## src/rtl/uart_fe_pkg.sv

```systemverilog
package uart_fe_pkg;

    localparam int WORD_W = 32;
    localparam int BYTE_W = 8;
    localparam int OFS_W  = 8;

    localparam logic [OFS_W-1:0] OFS_DATA   = 8'h00;
    localparam logic [OFS_W-1:0] OFS_DATA_B = 8'h03;
    localparam logic [OFS_W-1:0] OFS_STAT   = 8'h04;
    localparam logic [OFS_W-1:0] OFS_CTRL   = 8'h08;
    localparam logic [OFS_W-1:0] OFS_SCAL   = 8'h0C;

    // control word bit positions
    localparam int CB_RX_EN = 0;
    localparam int CB_TX_EN = 1;
    localparam int CB_RX_IE = 2;
    localparam int CB_TX_IE = 3;

    // status word bit positions
    localparam int SB_HAVE_DATA = 0;
    localparam int SB_TX_SHIFT  = 1;
    localparam int SB_TX_QUEUE  = 2;
    localparam int SB_RX_FULL   = 10;

    typedef enum logic [2:0] {
        SEL_DATA,
        SEL_STAT,
        SEL_CTRL,
        SEL_SCAL,
        SEL_NONE
    } reg_sel_e;

    function automatic reg_sel_e decode_ofs(input logic [OFS_W-1:0] ofs);
        case (ofs)
            OFS_DATA, OFS_DATA_B: return SEL_DATA;
            OFS_STAT:             return SEL_STAT;
            OFS_CTRL:             return SEL_CTRL;
            OFS_SCAL:             return SEL_SCAL;
            default:              return SEL_NONE;
        endcase
    endfunction

    function automatic logic [WORD_W-1:0] pack_status(input logic have_data,
                                                     input logic rx_full);
        logic [WORD_W-1:0] s;
        s               = '0;
        s[SB_HAVE_DATA] = have_data;
        s[SB_TX_SHIFT]  = 1'b1;
        s[SB_TX_QUEUE]  = 1'b1;
        s[SB_RX_FULL]   = rx_full;
        return s;
    endfunction

endpackage

```

## src/rtl/uart_fe_rxq.sv

```systemverilog
module uart_fe_rxq #(
    parameter int DEPTH = 16,
    parameter int W     = 8
) (
    input  logic         clk,
    input  logic         rst,
    input  logic         push,
    input  logic [W-1:0] wdata,
    input  logic         pop,
    output logic [W-1:0] rdata,
    output logic         empty,
    output logic         full
);
    localparam int AW = (DEPTH > 1) ? $clog2(DEPTH) : 1;
    localparam int CW = $clog2(DEPTH + 1);
    localparam logic [AW-1:0] LAST = AW'(DEPTH - 1);

    logic [W-1:0]  mem [DEPTH];
    logic [AW-1:0] wr_q, rd_q;
    logic [CW-1:0] cnt_q;
    logic          do_push, do_pop;

    function automatic logic [AW-1:0] bump(input logic [AW-1:0] p);
        return (p == LAST) ? '0 : p + 1'b1;
    endfunction

    assign empty   = (cnt_q == '0);
    assign full    = (cnt_q == CW'(DEPTH));
    assign do_push = push && !full;
    assign do_pop  = pop && !empty;
    assign rdata   = empty ? '0 : mem[rd_q];

    always_ff @(posedge clk) begin
        if (do_push) mem[wr_q] <= wdata;
    end

    always_ff @(posedge clk) begin
        if (rst) begin
            wr_q  <= '0;
            rd_q  <= '0;
            cnt_q <= '0;
        end else begin
            if (do_push) wr_q <= bump(wr_q);
            if (do_pop)  rd_q <= bump(rd_q);
            case ({do_push, do_pop})
                2'b10:   cnt_q <= cnt_q + CW'(1);
                2'b01:   cnt_q <= cnt_q - CW'(1);
                default: cnt_q <= cnt_q;
            endcase
        end
    end

    // occupancy never exceeds the depth
    a_r3_no_overflow: assert property (@(posedge clk) disable iff (rst)
        cnt_q <= CW'(DEPTH));

    // a stored byte with no pop leaves the queue non-empty
    a_r6_push_sets_ready: assert property (@(posedge clk) disable iff (rst)
        (push && !full && !pop) |=> !empty);

endmodule

```

## src/rtl/uart_fe_evt.sv

```systemverilog
module uart_fe_evt #(
    parameter int W = 8
) (
    input  logic         clk,
    input  logic         rst,
    input  logic         rx_evt,
    input  logic         tx_evt,
    input  logic         rx_ie,
    input  logic         tx_ie,
    input  logic [W-1:0] tx_byte,
    output logic         irq,
    output logic         tx_valid,
    output logic [W-1:0] tx_data
);
    always_ff @(posedge clk) begin
        if (rst) begin
            irq      <= 1'b0;
            tx_valid <= 1'b0;
            tx_data  <= '0;
        end else begin
            irq      <= (rx_evt && rx_ie) || (tx_evt && tx_ie);
            tx_valid <= tx_evt;
            if (tx_evt) tx_data <= tx_byte;
        end
    end

    // every pulse has a cause on the edge before it
    a_r8_irq_has_cause: assert property (@(posedge clk) disable iff (rst)
        irq |-> $past(rx_evt || tx_evt));

    // the send strobe lasts a single cycle unless a new write came
    a_r9_strobe_single: assert property (@(posedge clk) disable iff (rst)
        (tx_valid && !tx_evt) |=> !tx_valid);

endmodule

```

## src/rtl/uart_bus_front.sv

```systemverilog
module uart_bus_front
    import uart_fe_pkg::*;
#(
    parameter int RXQ_DEPTH = 16
) (
    input  logic              clk,
    input  logic              rst,
    input  logic              psel,
    input  logic              penable,
    input  logic              pwrite,
    input  logic [OFS_W-1:0]  paddr,
    input  logic [WORD_W-1:0] pwdata,
    output logic [WORD_W-1:0] prdata,
    output logic              pready,
    output logic              pslverr,
    input  logic [BYTE_W-1:0] rx_data,
    input  logic              rx_valid,
    output logic              rx_ready,
    output logic [BYTE_W-1:0] tx_data,
    output logic              tx_valid,
    output logic              irq
);
    reg_sel_e          sel;
    logic              rd_acc, wr_acc;
    logic              q_pop, q_empty, q_full;
    logic [BYTE_W-1:0] q_rdata;
    logic              rx_store, tx_fire;
    logic [WORD_W-1:0] ctrl_q;

    assign sel      = decode_ofs(paddr);
    assign rd_acc   = psel && penable && !pwrite;
    assign wr_acc   = psel && penable && pwrite;
    assign q_pop    = rd_acc && (sel == SEL_DATA);
    assign rx_ready = !q_full;
    assign rx_store = rx_valid && rx_ready && ctrl_q[CB_RX_EN];
    assign tx_fire  = wr_acc && (sel == SEL_DATA) && ctrl_q[CB_TX_EN];
    assign pready   = 1'b1;
    assign pslverr  = 1'b0;

    always_ff @(posedge clk) begin
        if (rst)                              ctrl_q <= '0;
        else if (wr_acc && sel == SEL_CTRL)   ctrl_q <= pwdata;
    end

    always_comb begin
        prdata = '0;
        if (psel && !pwrite) begin
            case (sel)
                SEL_DATA: prdata = {{(WORD_W-BYTE_W){1'b0}}, q_rdata};
                SEL_STAT: prdata = pack_status(!q_empty, q_full);
                SEL_CTRL: prdata = ctrl_q;
                default:  prdata = '0;
            endcase
        end
    end

    uart_fe_rxq #(.DEPTH(RXQ_DEPTH), .W(BYTE_W)) u_rxq (
        .clk   (clk),
        .rst   (rst),
        .push  (rx_store),
        .wdata (rx_data),
        .pop   (q_pop),
        .rdata (q_rdata),
        .empty (q_empty),
        .full  (q_full)
    );

    uart_fe_evt #(.W(BYTE_W)) u_evt (
        .clk      (clk),
        .rst      (rst),
        .rx_evt   (rx_store),
        .tx_evt   (tx_fire),
        .rx_ie    (ctrl_q[CB_RX_IE]),
        .tx_ie    (ctrl_q[CB_TX_IE]),
        .tx_byte  (pwdata[BYTE_W-1:0]),
        .irq      (irq),
        .tx_valid (tx_valid),
        .tx_data  (tx_data)
    );

    // a control write is held in full on the next cycle
    a_r11_ctrl_store: assert property (@(posedge clk) disable iff (rst)
        (wr_acc && sel == SEL_CTRL) |=> (ctrl_q == $past(pwdata)));

    // a send strobe follows only a write made with transmit enabled
    a_r9_tx_needs_enable: assert property (@(posedge clk) disable iff (rst)
        tx_valid |-> ($past(wr_acc) && $past(ctrl_q[CB_TX_EN])));

    // reading the data register of an empty queue yields zero
    a_r5_empty_read_zero: assert property (@(posedge clk) disable iff (rst)
        (q_pop && q_empty) |-> (prdata == '0));

endmodule

```

## config.mk

```make
export PLATFORM = sky130hd
export DESIGN_NAME = uart_bus_front
export DESIGN_NICKNAME = d
export VERILOG_FILES = /design/src/rtl/uart_fe_pkg.sv /design/src/rtl/uart_fe_rxq.sv /design/src/rtl/uart_fe_evt.sv /design/src/rtl/uart_bus_front.sv
export SDC_FILE = /design/constraint.sdc
export NUM_CORES = 1
export LEC_CHECK = 0
export BUFFER_PORTS_ARGS = -buffer_cell sky130_fd_sc_hd__buf_4
export CAP_MARGIN = 0
export CORE_ASPECT_RATIO = 0.6
export CORE_MARGIN = 2
export CORE_UTILIZATION = 35
export DETAILED_ROUTE_END_ITERATION = 10
export RECOVER_POWER = 50
export SLEW_MARGIN = 40
export SYNTH_ARGS = -nofsm -noshare
export SYNTH_HDL_FRONTEND = slang
export SYNTH_SLANG_ARGS = --single-unit
```

## constraint.sdc

```tcl
create_clock -name clk -period 4 [get_ports clk]
set_input_delay 0.2 -clock clk [delete_from_list [all_inputs] [get_ports clk]]
set_output_delay 0.2 -clock clk [all_outputs]
set_load 0.005 [all_outputs]
```

==> flow_summary.json <==
{
  "synthFlopType": "edfxtp_1",
  "area_growth_pct": 21.25,
  "wire_per_inst_um": 20.18,
  "end_kind": "flop",
  "track_usage": 0.1651,
  "gp_congestion": 0.7875,
  "antenna_found_initial": 0,
  "pre_cts_ws_ns": 0.3177,
  "crit_path_max_fanout": 21,
  "nFillCells": 1997,
  "hp-class": "input port to flop",
  "startpoint_type": "flop",
  "hold_viol": 0,
  "p_switching_mw": 0.8782,
  "max_slew_margin": -0.3134,
  "utilization": 0.4310,
  "swShare": 0.2295,
  "chipWidth_um": 196.8,
  "die_area_um2": 23560,
  "setup_tns_ns": 0,
  "synthArstFlopShare": 0,
  "firstDrtPassIters": 5,
  "hpwl_um": 13270,
  "rsz0062_at_grt": "false",
  "power_frac_clock": 0.437,
  "port_buffers": 96,
  "arrival_ns": 4.05,
  "die_h_um": 119.7,
  "io_pins": 99,
  "initial_core_util": 0.3554,
  "critical_path_class": "flop to flop",
  "power_density_nw_per_um2": 404.2,
  "gr-total-overflow": 0,
  "cts_tree": "yes",
  "skew_ns": 0.01568,
  "post_dp_cell_area_um2": 8798,
  "clkSinkCount": 187,
  "p_leak_nw": 3.450,
  "rows": 42,
  "ir_worst_vdd_mv": 0.2922,
  "ctsResizeCount": 0,
  "maxCapViolCount": 1,
  "violations": "max-capacitance violations, max-slew violations",
  "cts_buffer_depth": 2,
  "fin_nets": 700,
  "synth-seq-area-share": 0.6436,
  "cts_buffers": 17,
  "clock_latency_ns": 0.44,
  "h-tree-depth": 4,
  "setup_viol": 0,
  "grt_max_degree": 59,
  "ys_ff_latch": 187,
  "synth_top_area_share": 0.4923,
  "status": "finished, violations left",
  "yosysTopAreaCell": "edfxtp_1",
  "syn_avg_cell_area_um2": 14.49,
  "vias_per_cell": 5.203,
  "syn_nets": 602,
  "core_area_um2": 21970,
  "synth_edf_count": 128,
  "timing.final.crit_share": 0.9299,
  "via_count": 4870,
  "cts-root-buf": "clkbuf_16",
  "fmax_mhz": 268.8,
  "drtAntennaViolNets": 0,
  "yosysWarnings": 0,
  "drive_gt1_frac": 0.2723,
  "diodes": 0,
  "combPwrFrac": 0.024,
  "route.detailed.drc": 0,
  "whs_ns": 0.005189,
  "worst_slack_ns": 0.2804,
  "power.internal_mw": 2.948,
  "syn_inst": 539,
  "stdcell_area_um2": 9467,
  "worst_pin_slew_ns": 1.970,
  "grt_pass1_wl_um": 29030,
  "synth.top_cells.by_area": "edfxtp_1 49%, dfxtp_1 15%, mux4_2 9.2%",
  "drt_wl_total_um": 18890,
  "path_clk_slew_ns": 0.08,
  "cts_setup_buffers": 0,
  "syn_area_um2": 7807,
  "seq_power_share": 0.538,
  "final-max-slew-violation-count": 27,
  "drt_iter0_drc": 440,
  "fin_crit_ns": 3.720,
  "required_ns": 4.33,
  "hold_buffers": 11,
  "yosysUniqueCellTypes": 55,
  "first_global_vias": 4878
}
## synth_stat cells, drive strengths merged (3+ instances only)
library cell / instances
a211o: 6
or4: 3
a21oi: 20
inv: 6
xor2: 5
and2: 24
buf: 24
nor2b: 3
and3: 5
dfxtp: 59
nor3: 16
mux2i: 50
edfxtp: 128
mux4: 32
ha: 9
o21ai: 15
nand3: 15
nor2: 59
clkbuf: 10
nand2: 13
nand2b: 3
## worst max-delay path: stages, from the launching register on
cell       delay (ns)
dfxtp_1          0.39
or4_4            0.59
o211ai_4         0.49
nor2_1           0.17
ha_1             0.35
xor2_1           0.19
ha_1             0.24
o21ai_0          0.17
a21oi_1          0.12
a2111oi_0        0.53
mux2_2           0.39
## through the flow
step	instances	power, mW
finish	936	3.826
global route	936	3.931
CTS	935	3.851
detailed placement	892	2.192
global placement	892	2.187
floorplan	539	2.125
## registers in the layout (all words and copies together), names as in the netlist, named ones only
name	flops
ctrl_q	32
u_rxq.rd_q	4
u_rxq.wr_q	4
u_evt.irq	1
u_rxq.cnt_q	5
u_evt.tx_valid	1
u_rxq.mem	128
u_evt.tx_data	8
## metal layers
metal	GRT usage	wire length, um	up-vias
met1	0.2566	9636	2493
met2	0.2363	8211	126
met4	0.03008	128	0
li1	-	-	2242
met3	0.03794	910	9
met5	0	0	-
## cells in the final DEF (no fill, tap or decap), types with 5 or more instances in the layout
cell type / Yosys / routed
nand3_1: 15 / 15
dlygate4sd3_1: 0 / 12
clkbuf_1: 10 / 15
inv_1: 5 / 5
clkbuf_16: 0 / 17
mux2i_1: 50 / 50
a21oi_1: 19 / 20
inv_6: 0 / 5
mux4_2: 32 / 32
clkbuf_4: 0 / 8
dfxtp_1: 59 / 57
ha_1: 9 / 9
nor2_2: 0 / 12
a211o_1: 6 / 6
nor3_1: 16 / 13
xor2_1: 5 / 5
nor2_1: 59 / 47
and2_1: 24 / 24
edfxtp_1: 128 / 128
nand2_1: 13 / 13
clkinv_8: 0 / 5
buf_4: 4 / 79
o21ai_0: 15 / 15
## logic make-up (layout without fill, tap and decap cells)
group / count (synthesis) / in the layout / share of synthesized area
flip-flops: 187 / 187 / 0.6436
AND/OR/NAND/NOR: 153 / 153 / 0.09920
multiplexers: 83 / 83 / 0.1579
AO/OA/AOI/OAI: 59 / 59 / 0.05064
buffers and inverters: 40 / 151 / 0.02660
adder cells (fa/ha/maj): 9 / 9 / 0.01442
XOR/XNOR: 6 / 6 / 0.006731
other: 2 / 2 / 0.0009619
## power by group through the flow
stage	clock, mW	sequential (mW)	combinational, mW
floorplan	0	2.10	0.0200
global placement	0	2.10	0.0830
detailed placement	0	2.10	0.0878
CTS	1.69	2.06	0.0967
global route	1.77	2.06	0.101
finish	1.67	2.06	0.0933
## layout make-up
class                      instances  area (um2)  share of cell area
clock inverter                    14       167.7             0.01771
multi-input combinational        312        2636              0.2785
clock buffer                      18       429.2             0.04533
sequential                       187        5027              0.5311
timing repair buffer             113       825.8             0.08723
inverter                           6       22.52            0.002379
tap                              286       357.8             0.03780
## path summary, 6_finish.rpt
kind | start | slack (ns) | end | cells after the start
setup reg to reg | u_rxq.cnt_q[1] | 0.28 | u_rxq.cnt_q[4] | 10
setup / recovery | u_rxq.cnt_q[1] | 0.28 | u_rxq.cnt_q[4] | 10
hold reg to reg | u_evt.tx_data[2] | 0.48 | u_evt.tx_data[2] | 2
hold / removal | pwdata[27] | 0.005 | ctrl_q[27] | 3
(Power assumes the default switching activity.)
